**config.mk**
```make
export PLATFORM = sky130hd
export DESIGN_NAME = uart_rate_gen
export DESIGN_NICKNAME = d
export VERILOG_FILES = /design/src/rtl/uart_rate_gen.sv
export SDC_FILE = /design/constraint.sdc
export NUM_CORES = 1
export LEC_CHECK = 0
export BUFFER_PORTS_ARGS = -buffer_cell sky130_fd_sc_hd__buf_2
export CAP_MARGIN = 10
export CORE_MARGIN = 5
export CORE_UTILIZATION = 47
export DETAILED_ROUTE_END_ITERATION = 10
export HOLD_SLACK_MARGIN = 0.1
export SLEW_MARGIN = 15
export SYNTH_ARGS = -nofsm -noshare
export SYNTH_HDL_FRONTEND = slang
export SYNTH_SLANG_ARGS = --single-unit
export TNS_END_PERCENT = 5
```
**constraint.sdc**
```tcl
create_clock -name clk -period 6.2 [get_ports clk]
set_input_delay 0.62 -clock clk [delete_from_list [all_inputs] [get_ports clk]]
set_output_delay 0.62 -clock clk [all_outputs]
set_load 0.05 [all_outputs]
```
**src/rtl/uart_rate_gen.sv**
```systemverilog
module uart_rate_gen #(
  parameter int DIV_W   = 16,
  parameter int BYTE_W  = 8,
  parameter int PRE_DIV = 4
) (
  input  logic              clk,
  input  logic              rst,
  input  logic              div1_strap,
  input  logic              div_lo_we,
  input  logic              div_hi_we,
  input  logic [BYTE_W-1:0] div_wdata,
  input  logic              pre_we,
  input  logic              pre_wdata,
  output logic              tick16,
  output logic              pre_quarter
);
  localparam int HI_W  = DIV_W - BYTE_W;
  localparam int PRE_W = $clog2(PRE_DIV);

  logic [DIV_W-1:0] div_q;
  logic [DIV_W-1:0] dcnt;
  logic [PRE_W-1:0] pcnt;

  wire reload    = div_lo_we | div_hi_we | pre_we;
  wire pre_pulse = !pre_quarter || (pcnt == PRE_W'(PRE_DIV - 1));
  wire last      = (dcnt == div_q - DIV_W'(1));
  wire div_nz    = |div_q;

  always_ff @(posedge clk) begin
    if (rst) begin
      pre_quarter <= ~div1_strap;
      div_q       <= '0;
      pcnt        <= '0;
      dcnt        <= '0;
      tick16      <= 1'b0;
    end else begin
      if (pre_we)    pre_quarter <= pre_wdata;
      if (div_lo_we) div_q[BYTE_W-1:0] <= div_wdata;
      if (div_hi_we) div_q[DIV_W-1:BYTE_W] <= div_wdata[HI_W-1:0];
      if (reload) begin
        pcnt   <= '0;
        dcnt   <= '0;
        tick16 <= 1'b0;
      end else begin
        pcnt   <= (pre_quarter && !pre_pulse) ? pcnt + PRE_W'(1) : '0;
        if (pre_pulse) dcnt <= last ? '0 : dcnt + DIV_W'(1);
        tick16 <= pre_pulse && last && div_nz;
      end
    end
  end
endmodule


```
==> results of run 1 <==
[per-stage QoR]
stage	hold slack (ps)	instance area [um^2]	setup slack, ps
after floorplan	408.4	2175	3863
after global placement	431.3	2250	3175
after detailed placement	438.0	2250	3120
after CTS	448.9	2331	3111
after global routing	450.9	2331	2864
final	440.5	2331	3108
[power by group through the flow]
stage / clock [mW] / sequential, mW / combinational (mW)
3_3_place_gp: 0 / 0.256 / 0.0835
2_1_floorplan: 0 / 0.254 / 0.0656
6_report: 0.164 / 0.251 / 0.0840
5_1_grt: 0.178 / 0.252 / 0.0928
4_1_cts: 0.168 / 0.251 / 0.0838
3_5_place_dp: 0 / 0.256 / 0.0835
[worst paths after layout]
kind | start | endpoint | slack (ps)
setup reg to reg | div_q[2] | dcnt[15] | 3110
setup / recovery | div_q[2] | dcnt[15] | 3110
hold reg to reg | pcnt[0] | pcnt[0] | 440
hold / removal | pcnt[0] | pcnt[0] | 440
[registers in the layout (all words and copies together), names as in the netlist]
name,count
pre_quarter,1
pcnt,2
tick16,1
dcnt,16
div_q,16
[cells by family (layout without fill, tap and decap cells)]
logic type / Yosys count / count (layout) / synth area share
AOI/OAI and AO/OA: 35 / 35 / 0.1392
adders and majority gates: 3 / 3 / 0.01726
buffers and inverters: 21 / 29 / 0.04085
muxes: 21 / 21 / 0.09724
xor gates and xnor gates: 31 / 31 / 0.1249
DFF: 36 / 36 / 0.3360
and+or+nand+nor: 91 / 91 / 0.2445
[cell type report]
class | instances | area [um^2]
Clock inverter | 1 | 5.005
Sequential cell | 36 | 730.7
Multi-Input combinational cell | 181 | 1355
Fill cell | 412 | 2083
Tap cell | 52 | 65.06
Timing Repair Buffer | 16 | 80.08
Clock buffer | 7 | 76.32
Inverter | 5 | 18.77
[critical path, delay by kind of cell (launching register included)]
family           cells  cell delay, ps
AO/OA/AOI/OAI        2             410
flip-flops           1             360
AND/OR/NAND/NOR      4            2160
[cells in the final DEF, fill, tap and decap left out, drive strengths merged, types with 4 or more instances in the layout]
master   n
xor2    17
xnor2   14
a21oi    4
a211oi  15
a31oi    4
mux2i   20
inv      5
buf     16
nand4    7
nor2    26
and3     6
nor3    11
nand2    8
dfxtp   35
clkbuf   7
o21ai    4
nand3   10
[layer usage]
layer  routed length [um]  global-route usage  part of all wire
met2                 2181              0.2613              0.45
met3                  189             0.04233             0.039
met4                  130             0.06926             0.027
met5                    0                   0                 0
met1                 2342              0.2250              0.48
==> summary.md, run 1 <==
| Metric | Value |
|---|---|
| Share of the cycle needed by the critical path after routing | 0.4988 |
| CP Class | reg2reg |
| Count of antenna-violating nets left after detailed routing | 0 |
| Arrival time of data at the critical path endpoint | 3220 ps |
| Number of violations reported at the end of detailed-routing iteration 0 | about 130 |
| Number of storage elements in the synthesis netlist | 36 |
| Ordered list of cells on the worst path | nor3_2 -> nand4_2 -> or4_4 -> a311oi_2 -> nor4b_4 -> a211oi_1 |
| Leading post-synthesis cells by instance count | 35 x dfxtp_1, 26 x nor2_1, 20 x mux2i_1 |
| Total global-route track usage | 0.1689 |
| Synth unique cells | 47 |
| Final setup violating endpoints | 0 |
| Share of post-route cells with drive strength above 1 | 0.1748 |
| Number of I/O pins | 17 |
| Clk_lat worst skew | roughly 290 ps |
| Path category of the worst min-delay check | reg2reg |
| Clock root buffer master | clkbuf_8 |
| Register area share after synthesis | 0.3360 |
| Quantity of I/O buffers inserted on ports | 16 |
| CP startpoint kind | flip-flop |
| Fraction of power consumed by the clock network | 0.329 |
| Via count of the first global-routing pass | approximately 1700 |
| Initial antenna violation count | 0 |
| Number of instances in the placed design | between 200 and 300 |
| Total clock sinks | 36 |
| Post-layout net count | 263 |
| Run status | finished, final reports clean |
| Period minus WS final | a little over 3000 ps |
| Final weighted congestion of routability-driven global placement | slightly below 0.8 |
| Switching pwr | 0.1465 mW |
| Util after Layout | 0.5281 |
| Layout-stage area growth over the synthesis result | 7.192% |
| First-pass GRT wire length | 8.238 mm |
| EDFF count, synth | 1 |
| Max-Cap Viols | 0 |
| P_leak | between 0.8 and 0.9 nW |
| Final Total Pwr | about 0.5 mW |
| CTS-repair resized insts | 0 |
| Die X-Extent | around 78 um |
| Number of endpoints with negative hold slack in the final report | 0 |
| CTS tree | done |
| Cell count of the worst reg-to-reg path | 6 |
| Initial cell density of the core | 0.4926 |
| Worst hold path stage count | 1 |
| Number of remaining DRC errors | 0 |
| Post-synth ARST share | 0 |
| Number of buffers added by the clock tree synthesis step | 5 |
| Core Rows | 24 |
| Main synth FF type | dfxtp_1 |
| Post-CTS repair timing setup buffer count | 0 |
| DP HPWL | between 3 and 4 mm |
| Worst slew pin tran | roughly 1000 ps |
| Routed len/inst | 16.26 um |
| Post-synthesis cell count | 238 |
| Leftover overflow at the end of global routing | 0 |
| Number of slew-limit violations in the final report | 0 |
| Die area | 6087 um^2 |
| Crit. End Element | flip-flop |
| Maximum ir drop on the vdd rail | roughly 0.13 mV |
| Part of the total power dissipated in combinational logic | 0.168 |
| RSZ-0062 raised after global routing | no |
| Post-DR vias/cell | between 5 and 6 |
| Max incr delay on CP | between 800 and 900 ps |
| Clock Skew | 8.595 ps |
| Number of standard cells in the final layout excluding fillers | 298 |
| Worst slew margin relative to its limit | 0.2996 |
| Chip height | just under 80 um |
| Sum of negative setup slack | 0 ps |
| Synth warn | 0 |
| Relative contribution of sequential cells to total power | 0.503 |
| Max FO, Critical Path | 15 |
| Routed wire length | 4.844 mm |
| Core outline area | roughly 4400 um^2 |
| Internal power component | 0.3520 mW |
| Synthesized netlist net count | ~260 |
| Switching share of total power | 0.2938 |
| Library cell occupying the most area in the post-synthesis netlist | dfxtp_1 |
| WP data required | around 6300 ps |
| Max Root-Sink Buffers | 2 |
| Mean Syn Cell Area | between 9 and 10 um^2 |
| Maximum achievable frequency | around 320 MHz |
| Leading cell types by total area after synthesis | dfxtp_1 32%, mux2i_1 9.2%, xor2_1 6.8%, a211oi_2 5.8%, xnor2_1 5.6% |
| Post-CTS Hold Fix Bufs | 0 |
| Highest-delay cell along the critical path | nor4b_4 |
| First-pass detailed-route iteration total | 4 |
| Netlist area before placement | approximately 2200 um^2 |
| Count of antenna diodes in the layout | 0 |
| Number of levels the H-tree was split into | 2 |
| Pin count of the biggest net entering global routing | 24 |
| Pwr per Cell Area | approximately 210 nW/um^2 |
| Fraction of synthesized cell area taken by the top area cell type | 0.3222 |
| Post-CTS clock slew at the launch and capture registers of the worst setup and hold paths | about 80 ps |
| Most frequent cell after synthesis | dfxtp_1 |
| Vias | approximately 1700 |
No activity file was read; power rests on OpenSTA's default activity.
==> inputs of run 2 (changes only) <==
--- a/config.mk
+++ b/config.mk
@@ -5,12 +5,14 @@
 export SDC_FILE = /design/constraint.sdc
 export NUM_CORES = 1
 export LEC_CHECK = 0
+export ABC_AREA = 1
 export BUFFER_PORTS_ARGS = -buffer_cell sky130_fd_sc_hd__buf_2
 export CAP_MARGIN = 10
 export CORE_MARGIN = 5
 export CORE_UTILIZATION = 47
 export DETAILED_ROUTE_END_ITERATION = 10
 export HOLD_SLACK_MARGIN = 0.1
+export PLACE_DENSITY = 0.67
 export SLEW_MARGIN = 15
 export SYNTH_ARGS = -nofsm -noshare
 export SYNTH_HDL_FRONTEND = slang
==> constraint.sdc (replaced) <==
create_clock -name clk -period 2.53 [get_ports clk]
set_input_delay 0.253 -clock clk [delete_from_list [all_inputs] [get_ports clk]]
set_output_delay 0.253 -clock clk [all_outputs]
set_load 0.05 [all_outputs]
==> run 2 against run 1 <==
Against the previous run: non-clock buffer count up 2; via count up 22%; fmax up 46%; area after synthesis up 2.6%; register-to-register slack worse by 2700 ps; critical path type unchanged; global-route usage up 1.2 points; cell area up 4.7%; first-iteration DRC count down 5.5%; critical path depth up 7; sequential share of layout area down 1.4 points; clock skew down 0.71 ps; worst hold slack worse by 210 ps.
==> summary.md, run 2 <==
| Metric | Value |
|---|---|
| Run status | finished, final reports clean |
| Initial cell density of the core | 0.4787 (-0.01397) |
| Fraction of synthesized cell area taken by the top area cell type | 0.3141 (-0.008132) |
| Post-DR vias/cell | 5.089 (-13%) |
| Launch instance of the worst register-to-register path | div_q[0] |
| Clk_lat worst skew | 290 ps (about the same) |
| Clock root buffer master | clkbuf_8 |
| P_leak | 1.066 nW (+20%) |
| Initial antenna violation count | 0 (unchanged) |
| Mean Syn Cell Area | 6.485 um^2 (-29%) |
| Leading post-synthesis cells by instance count | 93 x nand2_1, 48 x inv_1, 37 x nor2_1 |
| Leftover overflow at the end of global routing | 0 (unchanged) |
| CTS tree | done |
| Count of antenna diodes in the layout | 0 (unchanged) |
| Highest routing layer actually used | met4 |
| Number of buffers added by the clock tree synthesis step | 5 (unchanged) |
| Clock Skew | 7.885 ps (-0.7105 ps) |
| Synth unique cells | 29 (-38%) |
| WP buf/inv | 2 (+2) |
| Largest registers in the final layout | dcnt x16, div_q x16, pcnt x2 |
| Share of the cycle needed by the critical path after routing | 0.8397 (+0.3409) |
| Synthesized netlist net count | 362 (+41%) |
| WP data required | 2680 ps (-3650 ps) |
| Maximum achievable frequency | 470.7 MHz (+46%) |
| Leading cell types in the layout, fill and taps excluded | 93 x nand2_1, 48 x inv_1, 37 x nor2_1 |
| CP startpoint kind | flip-flop |
| Worst slew margin relative to its limit | 0.6685 (+0.3689) |
| Quantity of I/O buffers inserted on ports | 16 (unchanged) |
| Number of violations reported at the end of detailed-routing iteration 0 | 120 (-5.5%) |
| Post-CTS Hold Fix Bufs | 0 (unchanged) |
| Ordered list of cells on the worst path | inv_1 -> ha_1 -> inv_1 -> nand2_1 -> nand2_1 -> nor2_1 -> nand3_1 -> nor2_1 -> nand3_1 -> nor2_2 -> nand2_2 -> nor2_4 -> a21oi_1 |
| Final weighted congestion of routability-driven global placement | 0.8689 (+11%) |
| Via count of the first global-routing pass | 2071 (+25%) |
| Max FO, Critical Path | 16 (+1) |
| Number of levels the H-tree was split into | 2 (unchanged) |
| Vias | 2117 (+22%) |
| Number of slew-limit violations in the final report | 0 (unchanged) |
| Worst reg2reg path endpoint | dcnt[4] |
| Count of antenna-violating nets left after detailed routing | 0 (unchanged) |
| Path category of the worst min-delay check | in2reg |
| Post-CTS clock slew at the launch and capture registers of the worst setup and hold paths | 70 ps (about the same) |
| Max incr delay on CP | 390 ps (-490 ps) |
| Cell type group with the largest total delay on the critical path | simple AND/OR/NAND/NOR gates |
| CP Class | reg2reg |
| Number of remaining DRC errors | 0 (unchanged) |
| Highest-delay cell along the critical path | nor2_4 |
| Total clock sinks | 36 (unchanged) |
| Maximum ir drop on the vdd rail | 0.3378 mV (+150%) |
| Leading cell types by total area after synthesis | dfxtp_1 31%, nand2_1 16%, inv_1 8.1%, nand3_1 7.4%, nor2_1 6.2% |
| Routed wire length | 5.204 mm (+7.4%) |
| Post-layout net count | 379 (+44%) |
| Pin count of the biggest net entering global routing | 20 (-17%) |
| Routed len/inst | 12.51 um (-23%) |
| Final setup violating endpoints | 0 (unchanged) |
| Register area share after synthesis | 0.3275 (-0.008481) |
| Share of post-route cells with drive strength above 1 | 0.1464 (-0.02839) |
| Netlist area before placement | 2231 um^2 (+2.6%) |
| DP HPWL | 4.086 mm (+12%) |
| Main synth FF type | dfxtp_1 |
| EDFF count, synth | 1 (unchanged) |
| Number of storage elements in the synthesis netlist | 36 (unchanged) |
| Max Root-Sink Buffers | 2 (unchanged) |
| Post-synthesis cell count | 344 (+45%) |
| CTS-repair resized insts | 0 (unchanged) |
| First-pass GRT wire length | 9.018 mm (+9.5%) |
| Die area | 6224 um^2 (+2.3%) |
| Cell count of the worst reg-to-reg path | 13 (+7) |
| Worst slew pin tran | 496.1 ps (-550.1 ps) |
| Post-synth ARST share | 0 (unchanged) |
| Worst setup endpoint | dcnt[4] |
| Synth warn | 0 (unchanged) |
| Sum of negative setup slack | 0 ps (unchanged) |
| Layout-stage area growth over the synthesis result | 9.422% |
| Commonest non-fill, non-tap cell in the layout | nand2_1 |
| Length of routed met3 wiring | 199 um (+5.3%) |
| Number of standard cells in the final layout excluding fillers | 416 (+40%) |
| Pwr per Cell Area | 516.6 nW/um^2 (+140%) |
| Met2 Routed Length | 2.333 mm (+7.0%) |
| Library cell occupying the most area in the post-synthesis netlist | dfxtp_1 |
| Number of I/O pins | 17 (unchanged) |
| M1 wire length | 2.569 mm (+9.7%) |
| Number of instances in the placed design | 408 (+41%) |
| Period minus WS final | 2124 ps (-968.1 ps) |
| Most frequent cell after synthesis | nand2_1 |
| RSZ-0062 raised after global routing | no |
| Crit. End Element | flip-flop |
| Total global-route track usage | 0.1813 (+0.01249) |
| Max-Cap Viols | 0 (unchanged) |
| Depth of the critical timing path with buffers and inverters included | 13 (+7) |
| Number of endpoints with negative hold slack in the final report | 0 (unchanged) |
| CP startpoint | div_q[0] |
| Chip height | 78.90 um (+1.1%) |
| Arrival time of data at the critical path endpoint | 2280 ps (-940 ps) |
| Worst setup slack for register-to-register paths | 410 ps (-2700 ps) |
| First-pass detailed-route iteration total | 4 (unchanged) |
| Post-CTS repair timing setup buffer count | 0 (unchanged) |
| Core Rows | 25 (+4.2%) |
| Die X-Extent | 78.90 um (+1.1%) |
| Core outline area | 4661 um^2 (+5.6%) |
run 2: worst min-delay path by stage:
stage | slack [ps] | cells after the start | startpoint | to
after global routing | 240 | 3 | div_wdata[5] | div_q[5]
final | 230 | 3 | div_wdata[5] | div_q[5]
after floorplan | 390 | 2 | div_wdata[4] | div_q[12]
after global placement | 410 | 1 | pcnt[0] | pcnt[0]
after CTS | 230 | 3 | div_wdata[5] | div_q[5]
after detailed placement | 410 | 1 | pcnt[0] | pcnt[0]
run 2: stage by stage:
stage | total power [mW] | hold WS, ps | area, um^2 | util | setup WS (ps)
after global placement | 0.8469 | 408.2 | 2351 | 0.5044 | 444.0
after detailed placement | 0.8493 | 411.6 | 2351 | 0.5044 | 400.1
final | 1.261 | 232.1 | 2441 | 0.5238 | 405.7
after CTS | 1.272 | 226.7 | 2441 | 0.5238 | 381.2
after floorplan | 0.7934 | 393.5 | 2231 | - | 707.3
after global routing | 1.333 | 236.1 | 2441 | 0.5238 | 154.0
run 2: logic make-up after synthesis:
logic type                 share of synthesized area
xor gates and xnor gates                     0.02748
DFF                                           0.3275
adders and majority gates                    0.01683
and+or+nand+nor                               0.3814
buffers and inverters                         0.1032
AOI/OAI and AO/OA                             0.1436
run 2: per-layer routing:
metal  up-vias  global-route usage
met5         -                   0
met2        32              0.2878
met4         0             0.08076
met3         9             0.03061
li1       1130                   -
met1       946              0.2416
run 2: cell type report:
class	count	area, um^2
inverters	50	187.7
multi-input cells	250	1270
well taps	54	67.56
clock buffers	8	90.09
repair buffers	18	95.09
flip-flops and latches	36	730.7
fillers	476	2220
run 2: power breakdown:
group | total, mW | switching, mW | internal [mW]
sequential | 0.609 | 0.0205 | 0.589
clock | 0.422 | 0.200 | 0.222
combinational | 0.229 | 0.153 | 0.0769
run 2: tightest hold or removal path, cell delays in order:
cell     delay (ps)
buf_2           110
nand2_1          50
a21oi_1          60
==> inputs of run 3 (changes only) <==
--- a/config.mk
+++ b/config.mk
@@ -12,7 +12,6 @@
 export CORE_UTILIZATION = 47
 export DETAILED_ROUTE_END_ITERATION = 10
 export HOLD_SLACK_MARGIN = 0.1
-export PLACE_DENSITY = 0.67
 export SLEW_MARGIN = 15
 export SYNTH_ARGS = -nofsm -noshare
 export SYNTH_HDL_FRONTEND = slang
==> constraint.sdc (replaced) <==
create_clock -name clk -period 2.2 [get_ports clk]
set_input_delay 0.22 -clock clk [delete_from_list [all_inputs] [get_ports clk]]
set_output_delay 0.22 -clock clk [all_outputs]
set_load 0.05 [all_outputs]
==> run 3 against run 2 <==
Against the previous run: clock power increased by 16%; clock skew increased by 0.55 ps; combinational power increased by 15%; sequential power increased by 15%; largest cell class unchanged; highest routed layer unchanged.
==> summary.md, run 3 (same netlist as run 2, synthesis figures left out) <==
| Metric | Value |
|---|---|
| Run status | finished, final reports clean |
| Pin count of the biggest net entering global routing | 20 (unchanged) |
| Routed wire length | 5.334 mm (+2.5%) |
| Number of levels the H-tree was split into | 2 (unchanged) |
| Number of violations reported at the end of detailed-routing iteration 0 | 157 (+31%) |
| Number of instances in the placed design | 409 (+0.25%) |
| CP startpoint kind | flip-flop |
| WP buf/inv | 3 (+1) |
| Final-layout worst hold slack | 180.0 ps (-52.05 ps) |
| Post-DR vias/cell | 5.062 (-0.52%) |
| Sum of negative setup slack | 0 ps (unchanged) |
| Quantity of I/O buffers inserted on ports | 16 (unchanged) |
| Commonest non-fill, non-tap cell in the layout | nand2_1 |
| Number of buffers added by the clock tree synthesis step | 5 (unchanged) |
| Clk_lat worst skew | 290 ps (about the same) |
| Count of antenna-violating nets left after detailed routing | 0 (unchanged) |
| DP HPWL | 4.249 mm (+4.0%) |
| Maximum ir drop on the vdd rail | 0.4191 mV (+24%) |
| Count of antenna diodes in the layout | 0 (unchanged) |
| Number of endpoints with negative hold slack in the final report | 0 (unchanged) |
| Max-Cap Viols | 0 (unchanged) |
| Depth of the critical timing path with buffers and inverters included | 14 (+1) |
| Routed len/inst | 12.79 um (+2.3%) |
| CP startpoint | div_q[0] |
| Path category of the worst min-delay check | in2reg |
| Core Rows | 25 (unchanged) |
| Worst slew pin tran | 422.6 ps (-73.50 ps) |
| DP Area | 2371 um^2 (+0.85%) |
| CP Class | reg2reg |
| RSZ-0062 raised after global routing | no |
| Clock Skew | 8.440 ps (+0.5548 ps) |
| Number of standard cells in the final layout excluding fillers | 417 (+0.24%) |
| Cell count of the worst reg-to-reg path | 14 (+1) |
| Die area | 6224 um^2 (unchanged) |
| Final setup violating endpoints | 0 (unchanged) |
| Share of the cycle needed by the critical path after routing | 0.8767 (+0.03702) |
| Die X-Extent | 78.90 um (unchanged) |
| Number of slew-limit violations in the final report | 0 (unchanged) |
| Worst slew margin relative to its limit | 0.7180 (+0.04947) |
| Clock root buffer master | clkbuf_8 |
| Final Total Pwr | 1.454 mW (+15%) |
| Max incr delay on CP | 330 ps (-60 ps) |
| Total clock sinks | 36 (unchanged) |
| Ordered list of cells on the worst path | inv_1 -> ha_1 -> inv_1 -> nand2_1 -> nand2_1 -> nor2_1 -> nand3_1 -> nor2_2 -> nand3_1 -> nor2_2 -> nand2_2 -> nor2_4 -> buf_12 -> a21oi_1 |
| Share of post-route cells with drive strength above 1 | 0.1570 (+0.01062) |
| Leading cell types in the layout, fill and taps excluded | 93 x nand2_1, 48 x inv_1, 36 x nor2_1 |
| Worst reg2reg path endpoint | dcnt[4] |
| Cell type group with the largest total delay on the critical path | simple AND/OR/NAND/NOR gates |
| Post-CTS repair timing setup buffer count | 0 (unchanged) |
| Layout-stage area growth over the synthesis result | 10.54% |
| Period minus WS final | 1929 ps (-195.6 ps) |
| Vias | 2111 (-0.28%) |
| Cell area after layout | 2466 um^2 (+1.0%) |
| Max Root-Sink Buffers | 2 (unchanged) |
| Number of remaining DRC errors | 0 (unchanged) |
| Final weighted congestion of routability-driven global placement | 0.8559 (-1.5%) |
| Initial antenna violation count | 0 (unchanged) |
| Total global-route track usage | 0.1908 (+0.009421) |
| Chip height | 78.90 um (unchanged) |
| Layout fillers | 483 (+1.5%) |
| Number of I/O pins | 17 (unchanged) |
| Arrival time of data at the critical path endpoint | 2090 ps (-190 ps) |
| Post-placement worst setup slack | 266.6 ps (-133.5 ps) |
| Worst setup endpoint | dcnt[4] |
| Crit. End Element | flip-flop |
| Util after Layout | 0.5291 (+0.005370) |
| Via count of the first global-routing pass | 2000 (-3.4%) |
| WP data required | 2370 ps (-310 ps) |
| First-pass detailed-route iteration total | 5 (+1) |
| Post-CTS clock slew at the launch and capture registers of the worst setup and hold paths | 70 ps (about the same) |
| Initial cell density of the core | 0.4787 (unchanged) |
| First-pass GRT wire length | 9.377 mm (+4.0%) |
| Post-CTS Hold Fix Bufs | 0 (unchanged) |
| Core outline area | 4661 um^2 (unchanged) |
| Largest registers in the final layout | dcnt x16, div_q x16, pcnt x2 |
| Launch instance of the worst register-to-register path | div_q[0] |
| Maximum achievable frequency | 518.5 MHz (+10%) |
| P_leak | 1.079 nW (+1.3%) |
| Setup ws final | 271.3 ps (-134.4 ps) |
| Max FO, Critical Path | 16 (unchanged) |
| Worst setup slack for register-to-register paths | 270 ps (-130 ps) |
| Highest-delay cell along the critical path | dfxtp_1 |
| Leftover overflow at the end of global routing | 0 (unchanged) |
| CTS tree | done |
| Post-layout net count | 380 (+0.26%) |
| Pwr per Cell Area | 589.7 nW/um^2 (+14%) |
==> run 3: changes by cell type in the layout (fill, tap and decap cells not counted) <==
cell      previous run  this run
clkbuf_1             2         0
nor2_1              37        36
buf_12               0         1
clkinv_2             0         2
nor2_2               7         8
==> run 3: what timing repair did <==
item | 4_1_cts | 5_1_grt
endpoints found under the hold margin | 0 | 0
resized for setup | 0 | 1
endpoints found under the setup margin | 0 | 1
==> run 3: layout make-up <==
type	count	area (um^2)	area share
flip-flops and latches	36	730.7	0.2963
clock inverters	2	10.01	0.004059
inverters	50	187.7	0.07610
clock buffers	6	82.58	0.03349
multi-input cells	250	1272	0.5160
repair buffers	19	115.1	0.04668
well taps	54	67.56	0.02740
==> run 3: tightest hold or removal path, stage by stage <==
cell and delay, ps:
buf_2 100, nand2_1 50, a21oi_1 50
==> run 3: how the worst min path moves through the flow <==
stage               slack [ps]        end    startpoint  cells past startpoint
detailed placement         420    pcnt[0]       pcnt[0]                      1
CTS                        180   div_q[5]  div_wdata[5]                      3
floorplan                  360  div_q[12]  div_wdata[4]                      2
global placement           420    pcnt[0]       pcnt[0]                      1
finish                     180   div_q[5]  div_wdata[5]                      3
global route               190   div_q[5]  div_wdata[5]                      3
==> run 3: power breakdown <==
part	switching, mW	internal [mW]
combinational	0.175	0.0886
sequential	0.0244	0.677
clock	0.239	0.250
==> run 3: metal layers <==
metal / global-route usage / routed length [um] / vias up
met1: 0.2560 / 2669 / 934
met4: 0.07216 / 113 / 0
met2: 0.3081 / 2399 / 29
li1: - / - / 1137
met5: 0 / 0 / -
met3: 0.03061 / 152 / 11
